[src/rtl/smbh_pkg.sv]
package smbh_pkg;

    localparam int OFF_W = 6;

    localparam logic [OFF_W-1:0] OFF_STAT = 6'd0;
    localparam logic [OFF_W-1:0] OFF_CTL  = 6'd2;
    localparam logic [OFF_W-1:0] OFF_CMD  = 6'd3;
    localparam logic [OFF_W-1:0] OFF_ADR  = 6'd4;
    localparam logic [OFF_W-1:0] OFF_D0   = 6'd5;
    localparam logic [OFF_W-1:0] OFF_D1   = 6'd6;
    localparam logic [OFF_W-1:0] OFF_BLK  = 6'd7;

    localparam int CTL_START = 6;
    localparam int CTL_VIS_W = 5;

    typedef enum logic [2:0] {
        PR_QUICK = 3'd0,
        PR_BYTE  = 3'd1,
        PR_BDATA = 3'd2,
        PR_WORD  = 3'd3,
        PR_RSV4  = 3'd4,
        PR_BLOCK = 3'd5,
        PR_RSV6  = 3'd6,
        PR_RSV7  = 3'd7
    } proto_e;

    typedef struct packed {
        proto_e      proto;
        logic [6:0]  tgt;
        logic        rd;
        logic [7:0]  cmd;
        logic [15:0] data;
        logic [7:0]  len;
    } req_t;

    function automatic logic proto_ok(proto_e p);
        return (p == PR_QUICK) || (p == PR_BYTE) || (p == PR_BDATA) ||
               (p == PR_WORD)  || (p == PR_BLOCK);
    endfunction

    function automatic req_t make_req(logic [2:0] p, logic [7:0] adr,
                                      logic [7:0] cmd, logic [7:0] d0,
                                      logic [7:0] d1);
        req_t r;
        r.proto = proto_e'(p);
        r.tgt   = adr[7:1];
        r.rd    = adr[0];
        r.cmd   = cmd;
        r.data  = (r.proto == PR_BYTE && !adr[0]) ? {8'h00, cmd} : {d1, d0};
        r.len   = d0;
        return r;
    endfunction

endpackage

[src/rtl/smbh_seq.sv]
module smbh_seq
    import smbh_pkg::*;
(
    input  logic clk,
    input  logic rst,
    input  logic start,
    input  req_t req_in,
    input  logic eng_ready,
    input  logic eng_rsp_valid,
    output logic busy,
    output logic req_valid,
    output req_t req_q,
    output logic done_p,
    output logic err_p
);

    typedef enum logic [1:0] {S_IDLE, S_REQ, S_WAIT} st_e;

    st_e state;

    always_ff @(posedge clk) begin
        if (rst) begin
            state <= S_IDLE;
            req_q <= '0;
        end else begin
            case (state)
                S_IDLE: begin
                    if (start && proto_ok(req_in.proto)) begin
                        state <= S_REQ;
                        req_q <= req_in;
                    end
                end
                S_REQ: begin
                    if (eng_ready) state <= S_WAIT;
                end
                S_WAIT: begin
                    if (eng_rsp_valid) state <= S_IDLE;
                end
                default: state <= S_IDLE;
            endcase
        end
    end

    always_comb begin
        busy      = (state != S_IDLE);
        req_valid = (state == S_REQ);
        done_p    = (state == S_WAIT) && eng_rsp_valid;
        err_p     = (state == S_IDLE) && start && !proto_ok(req_in.proto);
    end

endmodule

[src/rtl/smbh_blkbuf.sv]
module smbh_blkbuf #(
    parameter  int DEPTH = 32,
    parameter  int W     = 8,
    localparam int IW    = $clog2(DEPTH)
) (
    input  logic          clk,
    input  logic          rst,
    input  logic          host_we,
    input  logic [W-1:0]  host_wdata,
    input  logic          host_step,
    input  logic          idx_clr,
    output logic [W-1:0]  host_rdata,
    output logic [IW-1:0] idx,
    input  logic          eng_we,
    input  logic [IW-1:0] eng_widx,
    input  logic [W-1:0]  eng_wdata,
    input  logic [IW-1:0] eng_ridx,
    output logic [W-1:0]  eng_rdata
);

    logic [W-1:0] mem [DEPTH];

    always_ff @(posedge clk) begin
        if (rst) begin
            idx <= '0;
            for (int i = 0; i < DEPTH; i++) mem[i] <= '0;
        end else begin
            if (idx_clr)
                idx <= '0;
            else if (host_step)
                idx <= (idx == IW'(DEPTH - 1)) ? '0 : idx + 1'b1;
            if (host_we) mem[idx] <= host_wdata;
            if (eng_we)  mem[eng_widx] <= eng_wdata;
        end
    end

    assign host_rdata = mem[idx];
    assign eng_rdata  = mem[eng_ridx];

endmodule

[src/rtl/smb_host_ctrl.sv]
module smb_host_ctrl
    import smbh_pkg::*;
#(
    parameter  int BUF_DEPTH = 32,
    localparam int IW        = $clog2(BUF_DEPTH)
) (
    input  logic             clk,
    input  logic             rst,
    input  logic             reg_wr,
    input  logic             reg_rd,
    input  logic [OFF_W-1:0] reg_off,
    input  logic [7:0]       reg_wdata,
    output logic [7:0]       reg_rdata,
    output logic             eng_req_valid,
    input  logic             eng_req_ready,
    output logic [2:0]       eng_proto,
    output logic [6:0]       eng_tgt,
    output logic             eng_read,
    output logic [7:0]       eng_cmd,
    output logic [15:0]      eng_data,
    output logic [7:0]       eng_len,
    input  logic             eng_rsp_valid,
    input  logic [15:0]      eng_rsp_data,
    input  logic [IW-1:0]    eng_buf_ridx,
    output logic [7:0]       eng_buf_rdata,
    input  logic             eng_buf_we,
    input  logic [IW-1:0]    eng_buf_widx,
    input  logic [7:0]       eng_buf_wdata
);

    logic [CTL_VIS_W-1:0] ctl_q;
    logic [7:0]           cmd_q, adr_q, d0_q, d1_q;
    logic                 stat_done, stat_err;
    logic                 busy, done_p, err_p;
    logic                 stat_wr, ctl_wr, ctl_rd, blk_acc, start;
    logic [IW-1:0]        blk_idx;
    logic [7:0]           blk_rdata;
    req_t                 req_in, req_q;

    always_comb begin
        stat_wr = reg_wr && (reg_off == OFF_STAT);
        ctl_wr  = reg_wr && (reg_off == OFF_CTL);
        ctl_rd  = reg_rd && (reg_off == OFF_CTL);
        blk_acc = (reg_wr || reg_rd) && (reg_off == OFF_BLK);
        start   = ctl_wr && reg_wdata[CTL_START];
        req_in  = make_req(reg_wdata[4:2], adr_q, cmd_q, d0_q, d1_q);
    end

    smbh_seq u_seq (
        .clk           (clk),
        .rst           (rst),
        .start         (start),
        .req_in        (req_in),
        .eng_ready     (eng_req_ready),
        .eng_rsp_valid (eng_rsp_valid),
        .busy          (busy),
        .req_valid     (eng_req_valid),
        .req_q         (req_q),
        .done_p        (done_p),
        .err_p         (err_p)
    );

    smbh_blkbuf #(.DEPTH(BUF_DEPTH), .W(8)) u_buf (
        .clk        (clk),
        .rst        (rst),
        .host_we    (reg_wr && (reg_off == OFF_BLK)),
        .host_wdata (reg_wdata),
        .host_step  (blk_acc),
        .idx_clr    (stat_wr || ctl_rd),
        .host_rdata (blk_rdata),
        .idx        (blk_idx),
        .eng_we     (eng_buf_we),
        .eng_widx   (eng_buf_widx),
        .eng_wdata  (eng_buf_wdata),
        .eng_ridx   (eng_buf_ridx),
        .eng_rdata  (eng_buf_rdata)
    );

    // host register writes, then engine write-back on completion
    always_ff @(posedge clk) begin
        if (rst) begin
            ctl_q <= '0;
            cmd_q <= '0;
            adr_q <= '0;
            d0_q  <= '0;
            d1_q  <= '0;
        end else begin
            if (ctl_wr) ctl_q <= reg_wdata[CTL_VIS_W-1:0];
            if (reg_wr && reg_off == OFF_CMD) cmd_q <= reg_wdata;
            if (reg_wr && reg_off == OFF_ADR) adr_q <= reg_wdata;
            if (reg_wr && reg_off == OFF_D0)  d0_q  <= reg_wdata;
            if (reg_wr && reg_off == OFF_D1)  d1_q  <= reg_wdata;
            if (done_p && req_q.rd) begin
                case (req_q.proto)
                    PR_BYTE, PR_BDATA, PR_BLOCK: d0_q <= eng_rsp_data[7:0];
                    PR_WORD: begin
                        d0_q <= eng_rsp_data[7:0];
                        d1_q <= eng_rsp_data[15:8];
                    end
                    default: ;
                endcase
            end
        end
    end

    always_ff @(posedge clk) begin
        if (rst) begin
            stat_done <= 1'b0;
            stat_err  <= 1'b0;
        end else begin
            if (stat_wr) begin
                stat_done <= 1'b0;
                stat_err  <= 1'b0;
            end
            if (done_p) stat_done <= 1'b1;
            if (err_p)  stat_err  <= 1'b1;
        end
    end

    always_comb begin
        case (reg_off)
            OFF_STAT: reg_rdata = {5'b0, stat_err, stat_done, busy};
            OFF_CTL:  reg_rdata = {{(8-CTL_VIS_W){1'b0}}, ctl_q};
            OFF_CMD:  reg_rdata = cmd_q;
            OFF_ADR:  reg_rdata = adr_q;
            OFF_D0:   reg_rdata = d0_q;
            OFF_D1:   reg_rdata = d1_q;
            OFF_BLK:  reg_rdata = blk_rdata;
            default:  reg_rdata = 8'h00;
        endcase
    end

    always_comb begin
        eng_proto = req_q.proto;
        eng_tgt   = req_q.tgt;
        eng_read  = req_q.rd;
        eng_cmd   = req_q.cmd;
        eng_data  = req_q.data;
        eng_len   = req_q.len;
    end

endmodule

[config.mk]
export PLATFORM = sky130hd
export DESIGN_NAME = smb_host_ctrl
export DESIGN_NICKNAME = d
export VERILOG_FILES = /design/src/rtl/smbh_pkg.sv /design/src/rtl/smbh_seq.sv /design/src/rtl/smbh_blkbuf.sv /design/src/rtl/smb_host_ctrl.sv
export SDC_FILE = /design/constraint.sdc
export NUM_CORES = 1
export LEC_CHECK = 0
export BUFFER_PORTS_ARGS = -buffer_cell sky130_fd_sc_hd__buf_2
export CELL_PAD_IN_SITES_DETAIL_PLACEMENT = 1
export CELL_PAD_IN_SITES_GLOBAL_PLACEMENT = 1
export CORE_MARGIN = 2
export CORE_UTILIZATION = 30
export CTS_BUF_LIST = sky130_fd_sc_hd__clkbuf_8
export CTS_CLUSTER_DIAMETER = 60
export DETAILED_ROUTE_END_ITERATION = 6
export HOLD_SLACK_MARGIN = 0.03
export PLACE_DENSITY_LB_ADDON = 0.2
export RECOVER_POWER = 25
export SYNTH_ARGS = -nofsm -noshare
export SYNTH_HDL_FRONTEND = slang
export SYNTH_HIERARCHICAL = 1
export SYNTH_SLANG_ARGS = --single-unit
[constraint.sdc]
create_clock -name clk -period 3.2 [get_ports clk]
set_clock_uncertainty 0.1 [all_clocks]
set_input_delay 0.16 -clock clk [delete_from_list [all_inputs] [get_ports clk]]
set_output_delay 0.16 -clock clk [all_outputs]
set_load 0.005 [all_outputs]
==> impl_metrics.json, run 1 <==
{
  "cts_buffer_depth": 3,
  "drive_gt1_frac": 0.401,
  "synth_edf_count": 256,
  "end_kind": "output pin",
  "rrSetupSlack_ns": 0.77,
  "async_reset_ff_frac": 0,
  "holdWs_ns": 0.178,
  "synth_area_sq_um": 21500,
  "cts_buffers": 68,
  "synth_simple_gate_area_frac": 0.148,
  "regToRegStartpoint": "u_seq/state[1]",
  "worstReg2RegEnd": "d1_q[2]",
  "synth.area.mux_share": 0.211,
  "dr.pass1.iters": 5,
  "synth-seq-area-share": 0.445,
  "start_util": 0.302,
  "grt_pass1_vias": 17916,
  "numClockSinks": 350,
  "layout.cells.non_filler": 2898,
  "clk_pin_slew_ns": 0.06,
  "setup_ws_ns": -0.570,
  "drc": 0,
  "root_buffer": "clkbuf_8",
  "violations": "negative setup slack",
  "fin_nets": 1956,
  "vias": 17826,
  "final_common_cell": "and3_1",
  "dieArea_sq_um": 73900,
  "maxSlewViolCount": 0,
  "synth-seq-cells": 350,
  "synth-compound-area-share": 0.148,
  "grt_usage": 0.242,
  "post_drt_wl_per_cell_um": 31.4,
  "p_per_area_nw_per_um2": 425,
  "hold_path_class": "input port to flop",
  "antenna_left": 0,
  "final_cell_mix": "259 x and3_1, 256 x a31o_2, 256 x edfxtp_1",
  "required_ns": 2.94,
  "rows": 98,
  "min_delay_path_depth": 5,
  "fin_setup_tns_ns": -4.97,
  "synth_area_per_cell_sq_um": 12.3,
  "ctsHtreeMaxLevel": 3,
  "holdPathEnd": "adr_q[4]",
  "hpwl_um": 59900,
  "relSlewSlack": 0.188,
  "arrival_ns": 3.51,
  "die_h_um": 272,
  "p_leak_uw": 0.00971,
  "place_congestion": 0.876,
  "maxCapViolations": 0,
  "grt_pass1_wl_um": 131000,
  "crit_type": "flop to output pin",
  "io-pin-count": 115,
  "via_per_inst": 6.15,
  "fin_crit_sh": 1.18,
  "first_iter_violations": 1995,
  "syn_inst": 1747,
  "yosys.area_share.adder": 0.00291,
  "path_max_fanout": 5,
  "finalPower_uw": 10800,
  "synth_nets": 1807,
  "core_region_area_sq_um": 71200,
  "synth_xor_xnor_area_share": 0.00122,
  "antenna_found_initial": 4,
  "die_x_um": 272,
  "routed_wl_um": 91000,
  "clock.fmax_ghz": 0.265,
  "cp-start-kind": "flop",
  "clkLatencyLatePin_ns": 0.69,
  "status": "complete, but fails checks",
  "areaGrowthSynthToFinish_pct": 17.9,
  "placed_cells": 2710,
  "grt_setup_unrepaired": "yes",
  "tightest_slew_ns": 1.22,
  "period_minus_slack_ns": 3.77,
  "synth_top_family_by_area": "multiplexers",
  "finalHoldViolCount": 0,
  "grt_max_degree": 81,
  "cts_tree": "done",
  "yosysWarningCount": 6,
  "ff2ff_path_depth": 6,
  "overflow": 0,
  "min_from": "reg_off[2]",
  "numPortBuffers": 114,
  "synth_flop_cell": "edfxtp_1",
  "synth.distinct_cells": 57,
  "vdd_drop_max_uv": 214,
  "setup_viol": 13
}
==> routing by layer <==
metal | routed length, um | track usage
met5 | 27 | 0
met4 | 2920 | 0.0792
met2 | 42200 | 0.386
met3 | 7140 | 0.0484
met1 | 38600 | 0.330
==> cell families (layout without fill, tap and decap cells) <==
logic type,count (synthesis),in the layout
DFF,350,350
other,0,2
AOI/OAI and AO/OA,393,393
adders and majority gates,5,5
buffers and inverters,221,420
xor gates and xnor gates,3,3
and+or+nand+nor,534,534
muxes,241,241
==> sequential cells by signal, summed over array words and instances (netlist names), named ones only <==
| register | count |
|---|---|
| stat_done | 1 |
| u_seq/req_q | 43 |
| d1_q | 8 |
| stat_err | 1 |
| u_buf/idx | 5 |
| ctl_q | 5 |
| d0_q | 8 |
| adr_q | 8 |
| u_buf/mem | 256 |
| u_seq/state | 2 |
| cmd_q | 8 |
==> cell usage after synthesis (all sizes together) (3+ instances only) <==
library cell | count | area share
nor3 | 14 | 0.0033
clkbuf | 163 | 0.028
buf | 45 | 0.014
a311oi | 16 | 0.0065
a22oi | 3 | 0.0010
a211oi | 8 | 0.0028
nor2 | 44 | 0.0077
edfxtp | 256 | 0.36
nand3b | 9 | 0.0031
nor4 | 3 | 0.0012
nor2b | 10 | 0.0029
or3b | 5 | 0.0022
nor4b | 3 | 0.0015
a22o | 3 | 0.0012
dfxtp | 94 | 0.087
mux4 | 167 | 0.17
a211o | 33 | 0.013
and3 | 259 | 0.075
nand3 | 24 | 0.0056
inv | 12 | 0.0021
or3 | 17 | 0.0049
mux2 | 26 | 0.014
and3b | 5 | 0.0021
nand2 | 41 | 0.0072
nand2b | 85 | 0.025
mux2i | 48 | 0.022
ha | 5 | 0.0029
nor3b | 5 | 0.0017
a31o | 256 | 0.10
a21oi | 24 | 0.0061
o21ai | 44 | 0.010
==> per-stage QoR <==
| stage | instance area, sq um | utilization | setup slack (ns) |
|---|---|---|---|
| finish | 25400 | 0.356 | -0.570 |
| global route | 25400 | 0.356 | -0.640 |
| CTS | 25500 | 0.358 | -0.613 |
| detailed placement | 23500 | 0.329 | 0.00619 |
| global placement | 23500 | 0.329 | 0.0124 |
| floorplan | 21500 | - | 0.267 |
==> layout make-up <==
type,count,area (sq um)
fill,7635,45900
multi-input combinational,1176,11100
sequential,350,9570
timing repair buffer,287,2210
tap,950,1190
clock buffer,74,1020
clock inverter,46,263
inverter,13,48.8
antenna,2,5.00
==> critical path, cell delays in order, from the launching register on <==
cell	delay [ns]
dfxtp_4	0.38
buf_6	0.15
buf_12	0.13
mux4_2	0.54
mux4_2	0.51
mux2_4	0.31
mux4_2	0.47
a22o_1	0.24
buf_2	0.13
==> power by group <==
part / internal, uW / total, uW / switching [uW]
clock network: 2230 / 4400 / 2170
registers: 5050 / 5260 / 210
logic: 448 / 1140 / 688
total: 7730 / 10800 / 3060
==> timing repair <==
| action | 4_1_cts | 5_1_grt |
|---|---|---|
| resized for setup | 27 | 5 |
| hold endpoints to repair | 49 | 0 |
| buffers inserted | 14 | 0 |
| gates cloned | 3 | 1 |
| hold buffers | 49 | 0 |
| pin swaps | 2 | 1 |
| setup endpoints to repair | 8 | 8 |
==> worst max path at each step <==
stage | slack, ns | start | depth (start not counted) | to
final | -0.57 | flop | 8 | reg_rdata[5]
after global routing | -0.64 | flop | 8 | reg_rdata[5]
after CTS | -0.61 | flop | 9 | reg_rdata[7]
after detailed placement | 0.006 | flop | 8 | reg_rdata[0]
after global placement | 0.01 | flop | 8 | reg_rdata[0]
after floorplan | 0.27 | flop | 7 | reg_rdata[6]
(Power assumes the default switching activity.)
==> run 2, diff against run 1 <==
Settings changed: TNS_END_PERCENT set to 1.
==> run 2 against run 1 <==
- global-route usage is essentially flat
- the run still ends with negative setup slack left
- cell area shrank 0.11%
- largest power group unchanged
- clock power is essentially flat
- critical path type unchanged
==> impl_metrics.json, run 2 (same netlist as run 1, synthesis figures left out) <==
{
  "finalHoldViolCount": 0,
  "grt_pass1_vias": 17900,
  "regMostFlops": "u_buf/mem",
  "first_iter_violations": 1878,
  "utilization": 0.356,
  "ff2ff_path_depth": 7,
  "root_buffer": "clkbuf_8",
  "clk_pin_slew_ns": 0.06,
  "required_ns": 2.94,
  "antennaDiodeCount": 0,
  "antenna_left": 0,
  "die_x_um": 272,
  "grt_pass1_wl_um": 130000,
  "final_cell_mix": "259 x and3_1, 256 x a31o_2, 256 x edfxtp_1",
  "relSlewSlack": 0.188,
  "clock.fmax_ghz": 0.266,
  "largest_register_ffs": 256,
  "holdWs_ns": 0.158,
  "dieArea_sq_um": 73900,
  "rows": 98,
  "status": "complete, but fails checks",
  "hpwl_um": 59900,
  "min_from": "reg_off[2]",
  "largestRegisters": "u_buf/mem: 256 flops, u_seq/req_q: 43 flops",
  "drive_gt1_frac": 0.396,
  "grt_usage": 0.242,
  "fin_setup_tns_ns": -5.08,
  "drc": 0,
  "maxCapViolations": 0,
  "min_delay_path_depth": 5,
  "grt_max_degree": 81,
  "via_per_inst": 6.10,
  "vdd_drop_max_uv": 213,
  "period_minus_slack_ns": 3.76,
  "routed_wl_um": 90900,
  "io-pin-count": 115,
  "cts_tree": "done",
  "regToRegStartpoint": "u_buf/idx[0]",
  "grt_setup_unrepaired": "yes",
  "ctsHtreeMaxLevel": 3,
  "setup_viol": 13,
  "fin_crit_sh": 1.18,
  "p_per_area_nw_per_um2": 426,
  "maxSlewViolCount": 0,
  "core_region_area_sq_um": 71200,
  "cts_buffers": 68,
  "antenna_found_initial": 4,
  "n_fill_cell": 7634,
  "arrival_ns": 3.50,
  "die_h_um": 272,
  "end_kind": "output pin",
  "post_drt_wl_per_cell_um": 31.4,
  "hold_path_class": "input port to flop",
  "setup_ws_ns": -0.562,
  "vias": 17648,
  "p_leak_uw": 0.00969,
  "numPortBuffers": 114,
  "worstReg2RegEnd": "u_buf/mem[16][1]",
  "start_util": 0.302,
  "clkLatencyLatePin_ns": 0.69,
  "dr.pass1.iters": 5,
  "violations": "negative setup slack",
  "cts_buffer_depth": 3,
  "holdPathEnd": "adr_q[4]",
  "rrSetupSlack_ns": 0.36,
  "fin_nets": 1954,
  "overflow": 0,
  "place_congestion": 0.876,
  "final_common_cell": "and3_1",
  "cp-start-kind": "flop",
  "path_max_fanout": 5,
  "tightest_slew_ns": 1.22,
  "finalPower_uw": 10800,
  "crit_type": "flop to output pin",
  "numClockSinks": 350,
  "areaGrowthSynthToFinish_pct": 17.8
}
==> run 2: cell types whose count changed in the layout (fill, tap and decap cells not counted), sizes merged <==
cell    previous run  this run
diode              2         0
buf              200       194
clkbuf           112       116
==> run 2: layout make-up <==
type	count	area, sq um	share of cell area
multi-input combinational	1176	11100	0.437
sequential	350	9570	0.378
timing repair buffer	285	2190	0.0863
tap	950	1190	0.0469
clock buffer	74	1020	0.0402
clock inverter	46	263	0.0104
inverter	13	48.8	0.00193
==> run 2: how the worst max path moves through the flow <==
| stage | startpoint | endpoint | slack (ns) | cells past startpoint |
|---|---|---|---|---|
| floorplan | flop | reg_rdata[6] | 0.27 | 7 |
| global placement | flop | reg_rdata[0] | 0.01 | 8 |
| detailed placement | flop | reg_rdata[0] | 0.006 | 8 |
| CTS | flop | reg_rdata[7] | -0.62 | 8 |
| global route | flop | reg_rdata[7] | -0.62 | 8 |
| finish | flop | reg_rdata[6] | -0.56 | 8 |
==> run 2: what timing repair did <==
item | CTS | global route
hold buffers | 49 | 0
pin swaps | 1 | 0
cloned | 2 | 2
endpoints found under the setup margin | 8 | 8
endpoints found under the hold margin | 49 | 0
buffers inserted | 11 | 1
gates resized for setup | 21 | 4
==> run 2: per-stage QoR <==
step | worst slack [ns] | cell area [sq um] | instances
final | -0.562 | 25300 | 2894
after global routing | -0.621 | 25300 | 2894
after CTS | -0.623 | 25400 | 2892
after detailed placement | 0.00619 | 23500 | 2710
after global placement | 0.0124 | 23500 | 2710
after floorplan | 0.267 | 21500 | 1747
==> run 2: power by group <==
| group | total [uW] | internal, uW | switching (uW) |
|---|---|---|---|
| clock | 4400 | 2230 | 2170 |
| combinational | 1140 | 449 | 691 |
| sequential | 5260 | 5050 | 209 |
==> run 2: per-layer routing <==
| layer | wire, um | global-route usage | vias to the layer above |
|---|---|---|---|
| met4 | 3120 | 0.0805 | 4 |
| met1 | 39000 | 0.329 | 9293 |
| met5 | 27 | 0 | - |
| met2 | 41800 | 0.385 | 838 |
| li1 | - | - | 7336 |
| met3 | 6910 | 0.0490 | 177 |
==> run 2: worst max-delay path: stages, from the launching register on <==
cell     delay (ns)
dfxtp_4        0.38
buf_6          0.15
buf_4          0.14
mux4_2         0.52
mux4_2         0.51
mux2_4         0.31
mux4_2         0.47
a22o_1         0.23
buf_2          0.13
